`src/rtl/scl_tmr_pkg.sv`:
```
package scl_tmr_pkg;

  // Bus condition requested by the byte engine
  typedef enum logic [1:0] {
    OP_START   = 2'd0,
    OP_RESTART = 2'd1,
    OP_STOP    = 2'd2,
    OP_BIT     = 2'd3
  } cond_op_e;

  // Timing phases of the generator
  typedef enum logic [3:0] {
    ST_IDLE,
    ST_SETUP,
    ST_HELD,
    ST_LOW,
    ST_WAIT_HI,
    ST_HIGH,
    ST_RS_HIGH,
    ST_SP_HIGH,
    ST_BUS_FREE
  } phase_st_e;

  // What follows the low phase of an accepted condition
  typedef enum logic [1:0] {
    K_DATA,
    K_RSTART,
    K_STOP
  } xfer_kind_e;

endpackage

```
`src/rtl/scl_tmr_counter.sv`:
```
// Phase timer: a 3-bit prescaler (divide by eight) feeding a unit counter.
module scl_tmr_counter #(
  parameter int UW = 9
) (
  input  logic          clk,
  input  logic          rst_n,
  input  logic          clr,
  input  logic          en,
  input  logic [UW-1:0] lim,
  output logic          term,
  output logic [UW+2:0] cyc
);
  localparam int PW = 3;
  localparam logic [PW-1:0] PRE_LAST = {PW{1'b1}};

  logic [PW-1:0] pre;
  logic [UW-1:0] unit;

  always_ff @(posedge clk or negedge rst_n) begin
    if (!rst_n) begin
      pre  <= '0;
      unit <= '0;
    end else if (clr) begin
      pre  <= '0;
      unit <= '0;
    end else if (en) begin
      if (pre == PRE_LAST) begin
        pre  <= '0;
        unit <= unit + 1'b1;
      end else begin
        pre <= pre + 1'b1;
      end
    end
  end

  assign term = (pre == PRE_LAST) && (unit == lim);
  assign cyc  = {unit, pre};
endmodule

```
`src/rtl/scl_tmr_limits.sv`:
```
// Derives the phase limits and compare points from the latched dividers.
module scl_tmr_limits #(
  parameter int DW = 8
) (
  input  logic [DW-1:0] hi_div,
  input  logic [DW-1:0] lo_div,
  output logic [DW:0]   hi_lim,
  output logic [DW:0]   lo_lim,
  output logic [DW:0]   rs_lim,
  output logic [DW+3:0] mid_cyc,
  output logic [DW+3:0] rs_fall_cyc
);
  localparam int CW = DW + 4;

  logic [CW-1:0] lo_p1;

  assign hi_lim = {1'b0, hi_div};
  assign lo_lim = {1'b0, lo_div};
  // twice the high time: 2*(H+1) units, limit 2H+1
  assign rs_lim = {hi_div, 1'b1};
  // middle of low: 4*(L+1) cycles
  assign lo_p1   = {4'b0000, lo_div} + {{(CW-1){1'b0}}, 1'b1};
  assign mid_cyc = {lo_p1[CW-3:0], 2'b00};
  // seven eighths of high time, minus one for the register stage: 7*(H+1)-1
  assign rs_fall_cyc = {1'b0, hi_div, 3'b000} - {4'b0000, hi_div}
                     + {{(CW-3){1'b0}}, 3'd6};
endmodule

```
`src/rtl/scl_tmr_ctrl.sv`:
```
// Condition sequencer: phase state machine, line enables, strobes.
module scl_tmr_ctrl
  import scl_tmr_pkg::*;
#(
  parameter int DW = 8
) (
  input  logic          clk,
  input  logic          rst_n,
  input  logic          run_en,
  input  logic [DW-1:0] div_hi,
  input  logic [DW-1:0] div_lo,
  input  logic          cmd_valid,
  output logic          cmd_ready,
  input  logic [1:0]    cmd_op,
  input  logic          cmd_bit,
  input  logic          scl_in,
  output logic          scl_oe,
  output logic          sda_oe,
  output logic          chg_stb,
  output logic          smp_stb,
  output logic          done,
  output logic          stretch,
  output logic [DW-1:0] hi_q,
  output logic [DW-1:0] lo_q,
  input  logic [DW:0]   hi_lim,
  input  logic [DW:0]   lo_lim,
  input  logic [DW:0]   rs_lim,
  input  logic [DW+3:0] mid_cyc,
  input  logic [DW+3:0] rs_fall_cyc,
  input  logic          tmr_term,
  input  logic [DW+3:0] tmr_cyc,
  output logic          tmr_clr,
  output logic          tmr_en,
  output logic [DW:0]   tmr_lim
);
  phase_st_e  st, nxt;
  xfer_kind_e kind;
  cond_op_e   op;
  logic       drv_sda;
  logic       scl_q, sda_q, done_q;
  logic [DW-1:0] hi_r, lo_r;
  logic       accept;

  assign op        = cond_op_e'(cmd_op);
  assign cmd_ready = run_en && ((st == ST_IDLE) || (st == ST_HELD));
  assign accept    = cmd_valid && cmd_ready;

  always_comb begin
    nxt     = st;
    tmr_en  = 1'b0;
    tmr_lim = lo_lim;
    case (st)
      ST_IDLE:    if (accept && (op == OP_START)) nxt = ST_SETUP;
      ST_SETUP: begin
        tmr_en  = 1'b1;
        tmr_lim = hi_lim;
        if (tmr_term) nxt = ST_HELD;
      end
      ST_HELD:    if (accept) nxt = ST_LOW;
      ST_LOW: begin
        tmr_en = 1'b1;
        if (tmr_term) nxt = ST_WAIT_HI;
      end
      ST_WAIT_HI: begin
        if (scl_in) begin
          case (kind)
            K_DATA:   nxt = ST_HIGH;
            K_RSTART: nxt = ST_RS_HIGH;
            default:  nxt = ST_SP_HIGH;
          endcase
        end
      end
      ST_HIGH: begin
        tmr_en  = 1'b1;
        tmr_lim = hi_lim;
        if (tmr_term) nxt = ST_HELD;
      end
      ST_RS_HIGH: begin
        tmr_en  = 1'b1;
        tmr_lim = rs_lim;
        if (tmr_term) nxt = ST_HELD;
      end
      ST_SP_HIGH: begin
        tmr_en  = 1'b1;
        tmr_lim = hi_lim;
        if (tmr_term) nxt = ST_BUS_FREE;
      end
      ST_BUS_FREE: begin
        tmr_en = 1'b1;
        if (tmr_term) nxt = ST_IDLE;
      end
      default: nxt = ST_IDLE;
    endcase
  end

  assign tmr_clr = (nxt != st);

  always_ff @(posedge clk or negedge rst_n) begin
    if (!rst_n) begin
      st      <= ST_IDLE;
      kind    <= K_DATA;
      drv_sda <= 1'b0;
      scl_q   <= 1'b0;
      sda_q   <= 1'b0;
      done_q  <= 1'b0;
      hi_r    <= '0;
      lo_r    <= '0;
    end else begin
      st     <= nxt;
      done_q <= (nxt != st) && ((nxt == ST_HELD) || (nxt == ST_IDLE));
      if ((st == ST_IDLE) && accept && (op == OP_START)) begin
        hi_r  <= div_hi;
        lo_r  <= div_lo;
        sda_q <= 1'b1;
      end
      if ((st == ST_HELD) && accept) begin
        case (op)
          OP_BIT: begin
            kind    <= K_DATA;
            drv_sda <= !cmd_bit;
          end
          OP_STOP: begin
            kind    <= K_STOP;
            drv_sda <= 1'b1;
          end
          default: begin
            kind    <= K_RSTART;
            drv_sda <= 1'b0;
          end
        endcase
      end
      if ((st == ST_LOW) && (tmr_cyc == mid_cyc)) sda_q <= drv_sda;
      if ((st == ST_LOW) && tmr_term) scl_q <= 1'b0;
      if ((nxt == ST_HELD) && (st != ST_HELD)) scl_q <= 1'b1;
      if ((st == ST_RS_HIGH) && (tmr_cyc == rs_fall_cyc)) sda_q <= 1'b1;
      if ((st == ST_SP_HIGH) && tmr_term) sda_q <= 1'b0;
    end
  end

  assign scl_oe  = scl_q;
  assign sda_oe  = sda_q;
  assign done    = done_q;
  assign hi_q    = hi_r;
  assign lo_q    = lo_r;
  assign chg_stb = (st == ST_LOW) && (tmr_cyc == mid_cyc);
  assign smp_stb = (st == ST_HIGH) && tmr_term;
  assign stretch = (st == ST_WAIT_HI) && !scl_in;
endmodule

```
`src/rtl/scl_timing_gen.sv`:
```
module scl_timing_gen #(
  parameter int DW = 8
) (
  input  logic          clk,
  input  logic          rst_n,
  input  logic          run_en,
  input  logic [DW-1:0] div_hi,
  input  logic [DW-1:0] div_lo,
  input  logic          cmd_valid,
  output logic          cmd_ready,
  input  logic [1:0]    cmd_op,
  input  logic          cmd_bit,
  input  logic          scl_in,
  output logic          scl_oe,
  output logic          sda_oe,
  output logic          chg_stb,
  output logic          smp_stb,
  output logic          done,
  output logic          stretch
);
  localparam int UW = DW + 1;
  localparam int CW = UW + 3;

  logic [DW-1:0] hi_q, lo_q;
  logic [DW:0]   hi_lim, lo_lim, rs_lim, tmr_lim;
  logic [CW-1:0] mid_cyc, rs_fall_cyc, tmr_cyc;
  logic          tmr_term, tmr_clr, tmr_en;

  scl_tmr_limits #(.DW(DW)) u_lim (
    .hi_div(hi_q), .lo_div(lo_q),
    .hi_lim(hi_lim), .lo_lim(lo_lim), .rs_lim(rs_lim),
    .mid_cyc(mid_cyc), .rs_fall_cyc(rs_fall_cyc)
  );

  scl_tmr_counter #(.UW(UW)) u_tmr (
    .clk(clk), .rst_n(rst_n), .clr(tmr_clr), .en(tmr_en),
    .lim(tmr_lim), .term(tmr_term), .cyc(tmr_cyc)
  );

  scl_tmr_ctrl #(.DW(DW)) u_ctrl (
    .clk(clk), .rst_n(rst_n), .run_en(run_en),
    .div_hi(div_hi), .div_lo(div_lo),
    .cmd_valid(cmd_valid), .cmd_ready(cmd_ready),
    .cmd_op(cmd_op), .cmd_bit(cmd_bit), .scl_in(scl_in),
    .scl_oe(scl_oe), .sda_oe(sda_oe), .chg_stb(chg_stb),
    .smp_stb(smp_stb), .done(done), .stretch(stretch),
    .hi_q(hi_q), .lo_q(lo_q),
    .hi_lim(hi_lim), .lo_lim(lo_lim), .rs_lim(rs_lim),
    .mid_cyc(mid_cyc), .rs_fall_cyc(rs_fall_cyc),
    .tmr_term(tmr_term), .tmr_cyc(tmr_cyc),
    .tmr_clr(tmr_clr), .tmr_en(tmr_en), .tmr_lim(tmr_lim)
  );
endmodule

```
`config.mk`:
```
export PLATFORM = sky130hd
export DESIGN_NAME = scl_timing_gen
export DESIGN_NICKNAME = d
export VERILOG_FILES = /design/src/rtl/scl_tmr_pkg.sv /design/src/rtl/scl_tmr_counter.sv /design/src/rtl/scl_tmr_limits.sv /design/src/rtl/scl_tmr_ctrl.sv /design/src/rtl/scl_timing_gen.sv
export SDC_FILE = /design/constraint.sdc
export NUM_CORES = 1
export LEC_CHECK = 0
export CAP_MARGIN = 20
export CORE_MARGIN = 10
export CORE_UTILIZATION = 40
export CTS_CLUSTER_DIAMETER = 60
export DETAILED_ROUTE_END_ITERATION = 7
export PLACE_DENSITY = 0.56
export SYNTH_ARGS = -nofsm -noshare
export SYNTH_HDL_FRONTEND = slang
export SYNTH_SLANG_ARGS = --single-unit
```
`constraint.sdc`:
```
create_clock -name clk -period 3.5 [get_ports clk]
set_input_delay 0.35 -clock clk [delete_from_list [all_inputs] [get_ports clk]]
set_output_delay 0.35 -clock clk [all_outputs]
set_load 0.1 [all_outputs]
```
==> flow_summary_export.csv, run 1 <==
group,metric,value,unit
logic_synthesis,syn_area,3050,µm²
power_and_ir_drop,seqPwrFrac,0.338,
timing,relSlewSlack,0.338,
routing,routed_wl,7810,µm
cells_and_area,fin_nets,412,
timing,timing.final.ws_setup,0.253,ns
logic_synthesis,synth_cell_type_count,58,
critical_path,worst-setup-path-type,"reg -> out",
grt,antenna_found_initial,0,
timing,timing.final.crit_period,3.25,ns
placed_design,gp_congestion,0.860,
die,initial_core_util,0.416,
clock_network,clk_latency,0.29,ns
timing,fmax,0.308,GHz
grt,grt_max_degree,39,
timing,setup-tns-final,0,ns
power_and_ir_drop,power_density,547,nW/µm²
logic_synthesis,yosysWarnings,0,
critical_path,rr_startpoint,"u_ctrl.st[1]",
critical_path,startpoint_type,"flip-flop",
clock_network,clk_pin_slew_worst_paths,0.08,ns
routing,avgRoutedWirePerCell,16.4,µm
clock_network,cts_buffers,5,
critical_path,critPathArrivalTime,2.90,ns
routing,wl_met3,428,µm
clock_network,htreeDepth,2,
routing,vias_per_cell,5.51,
power_and_ir_drop,total_power,0.00198,W
power_and_ir_drop,power.share.combinational,0.500,
die,die_h,107,µm
cells_and_area,finalNonFillerCells,477,
cells_and_area,nFillCells,683,
critical_path,cp_max_fo,9,
logic_synthesis,synth_seq_cells,38,
timing,report.final.setup_viol,0,
die,rows,31,
logic_synthesis,synth_async_sr_flop_share,1.00,
min_path,hold_class,"in -> async",
power_and_ir_drop,clockPowerShare,0.162,
placed_design,pre_cts_slack,0.441,ns
power_and_ir_drop,swShare,0.454,
cells_and_area,fin_util,0.494,
critical_path,crit_required,3.15,ns
timing,slew_violations,0,
critical_path,r2r_slack,0.52,ns
timing,skew,0.00834,ns
grt,overflow,0,
timing,rsz0062_at_grt,"no",
routing,routed.top_layer,"met4",
clock_network,ctsLongestPathBuffers,2,
routing,dr_total_vias,2626,
grt,gr-usage-all-layers,0.144,
cells_and_area,multiInputGateArea,1990,µm²
power_and_ir_drop,leakagePower,1.60,nW
clock_network,cts_tree,"done",
placed_design,dp.cells,465,
logic_synthesis,synth_edf_count,0,
die,dieWidth,107,µm
logic_synthesis,syn-num-nets,385,
cells_and_area,syn_to_final_growth,18.9,%
die,ioPinCount,31,
clock_network,root_buffer,"clkbuf_8",
timing,finalHoldViolations,0,
placed_design,dp_hpwl,5890,µm
grt,grt_pass1_vias,2699,
routing,first_pass_iters,4,
routing,dr_wl_met2,3600,µm
timing,tightest_slew,0.990,ns
logic_synthesis,ys.flop_type,"dfrtp_1",
cells_and_area,drive_gt1_frac,0.146,
die,core,7330,µm²
routing,drt_iter0_drc,135,
grt,grt_pass1_wl,13600,µm
timing,timing.final.crit_share,0.928,
power_and_ir_drop,vdd_drop_max,348,µV
status,outcome,"completed",
placed_design,port_buffers,30,
cells_and_area,regArea,951,µm²
logic_synthesis,avgSynthCellArea,8.71,µm²
logic_synthesis,ys_seq_area_frac,0.312,
flow_run,maxCapViolations,0,
clock_network,clkSinkCount,38,
die,die_area,11500,µm²
cells_and_area,antennaDiodeCount,0,
critical_path,reg2regPathDepth,10,
critical_path,end_kind,"output port",
routing,drc_errors,0,
routing,ant_nets,0,
critical_path,r2r_end,"u_ctrl.scl_oe",
clock_network,cts_resized,0,
routing,drt-met1-wl,3720,µm
power_and_ir_drop,p_switching,0.000901,W
logic_synthesis,netlist_instances,350,
power_and_ir_drop,p_int,0.00108,W
critical path: stages (launching register included):
cell and delay [ns]:
dfrtp_1 0.49, buf_4 0.22, and3b_1 0.19, a311oi_2 0.22, xnor2_1 0.14, o41ai_4 0.41
nor4b_4 0.40, nand2_1 0.15, nor3_4 0.18, buf_12 0.20
routing by layer:
| layer | vias up | GRT usage |
|---|---|---|
| li1 | 1300 | - |
| met1 | 1246 | 0.195 |
| met3 | 6 | 0.0281 |
| met5 | - | 0 |
| met2 | 74 | 0.226 |
| met4 | 0 | 0.0406 |
flip-flops by register name (all words and copies together), names as in the netlist:
register,flops
u_ctrl.scl_oe,1
u_ctrl.done,1
u_ctrl.lo_q,8
u_ctrl.sda_oe,1
u_ctrl.drv_sda,1
u_ctrl.st,4
u_ctrl.kind,2
u_tmr.pre,3
u_ctrl.hi_q,8
u_tmr.unit,9
power groups by stage:
| stage | sequential [W] | clock (W) | combinational (W) |
|---|---|---|---|
| 2_1_floorplan | 0.000665 | 0 | 0.000724 |
| 3_3_place_gp | 0.000673 | 0 | 0.000974 |
| 3_5_place_dp | 0.000676 | 0 | 0.000976 |
| 4_1_cts | 0.000666 | 0.000335 | 0.000981 |
| 5_1_grt | 0.000689 | 0.000349 | 0.00110 |
| 6_report | 0.000670 | 0.000321 | 0.000991 |
how the worst max path moves through the flow:
stage          slack [ns]            to          from  cells past startpoint
2_1_floorplan        0.24  u_tmr.pre[1]  u_ctrl.st[2]                     10
3_3_place_gp         0.54       smp_stb  u_ctrl.st[1]                      9
3_5_place_dp         0.44       smp_stb  u_ctrl.st[1]                      9
4_1_cts               0.1       smp_stb  u_ctrl.st[1]                      9
5_1_grt             0.009       smp_stb  u_ctrl.st[0]                      8
6_report             0.25       smp_stb  u_ctrl.st[1]                      9
cell usage after synthesis, drive strengths merged (4+ instances only):
cell type,count,area [µm²]
a21oi,16,80.1
buf,7,36.3
nand4,9,56.3
o31ai,4,30.0
mux2i,5,50.1
a311oi,4,47.6
dfrtp,38,951
a31oi,4,25.0
a21o,4,30.0
nand2,27,101
nor3,10,50.1
nand3,11,55.1
nor2,32,120
mux2,17,191
clkbuf,17,63.8
xor2,17,149
inv,15,56.3
o21ai,16,80.1
and3b,5,43.8
and3,8,50.1
ha,11,138
xnor2,28,245
cells by family (layout without fill, tap and decap cells):
kind of cell    Yosys count  after routing  share of synthesized area
compound gates           70             70                      0.168
flops                    38             38                      0.312
buf+inv                  39             67                     0.0513
mux                      22             22                     0.0792
xor+xnor                 45             45                      0.129
simple gates            125            125                      0.215
fa+ha+maj                11             11                     0.0451
what timing repair did:
item                       CTS  global route
buffers inserted             0             4
setup endpoints to repair    0             1
hold buffers                 0             0
cell type report:
type | instances | share of cell area
Clock buffer | 7 | 0.0238
Timing Repair Buffer | 44 | 0.115
Multi-Input combinational cell | 273 | 0.548
Clock inverter | 1 | 0.00138
Tap cell | 99 | 0.0342
Sequential cell | 38 | 0.262
Inverter | 15 | 0.0155
through the flow:
stage | hold WS [ns] | cell area (µm²)
6_report | 0.176 | 3620
2_1_floorplan | 0.0544 | 3090
3_5_place_dp | 0.481 | 3500
5_1_grt | 0.254 | 3620
3_3_place_gp | 0.468 | 3500
4_1_cts | 0.208 | 3590
cells in the final DEF, fill, tap and decap left out, drive strengths merged, types with 2 or more instances in the layout:
cell and instances:
a2111oi 3, a21boi 2, a21o 4, a21oi 16, a311oi 4, a31oi 4
a32oi 2, and2 3, and3 8, and3b 5, buf 19, clkbuf 7
clkdlybuf4s50 25, dfrtp 38, ha 11, inv 15, mux2 17, mux2i 5
nand2 27, nand2b 3, nand3 11, nand4 9, nor2 32, nor2b 3
nor3 10, nor4 2, nor4b 3, o2111ai 2, o21ai 16, o21bai 3
o31ai 4, or2 2, or4 2, xnor2 28, xor2 17
Note: power is estimated with default switching activity, not from simulation.
==> run 2: changes to the inputs <==
SKIP_LAST_GASP = 1   (was not set)
==> results of run 2 <==
Final layout, timing and power as in run 1 (identical DEF).
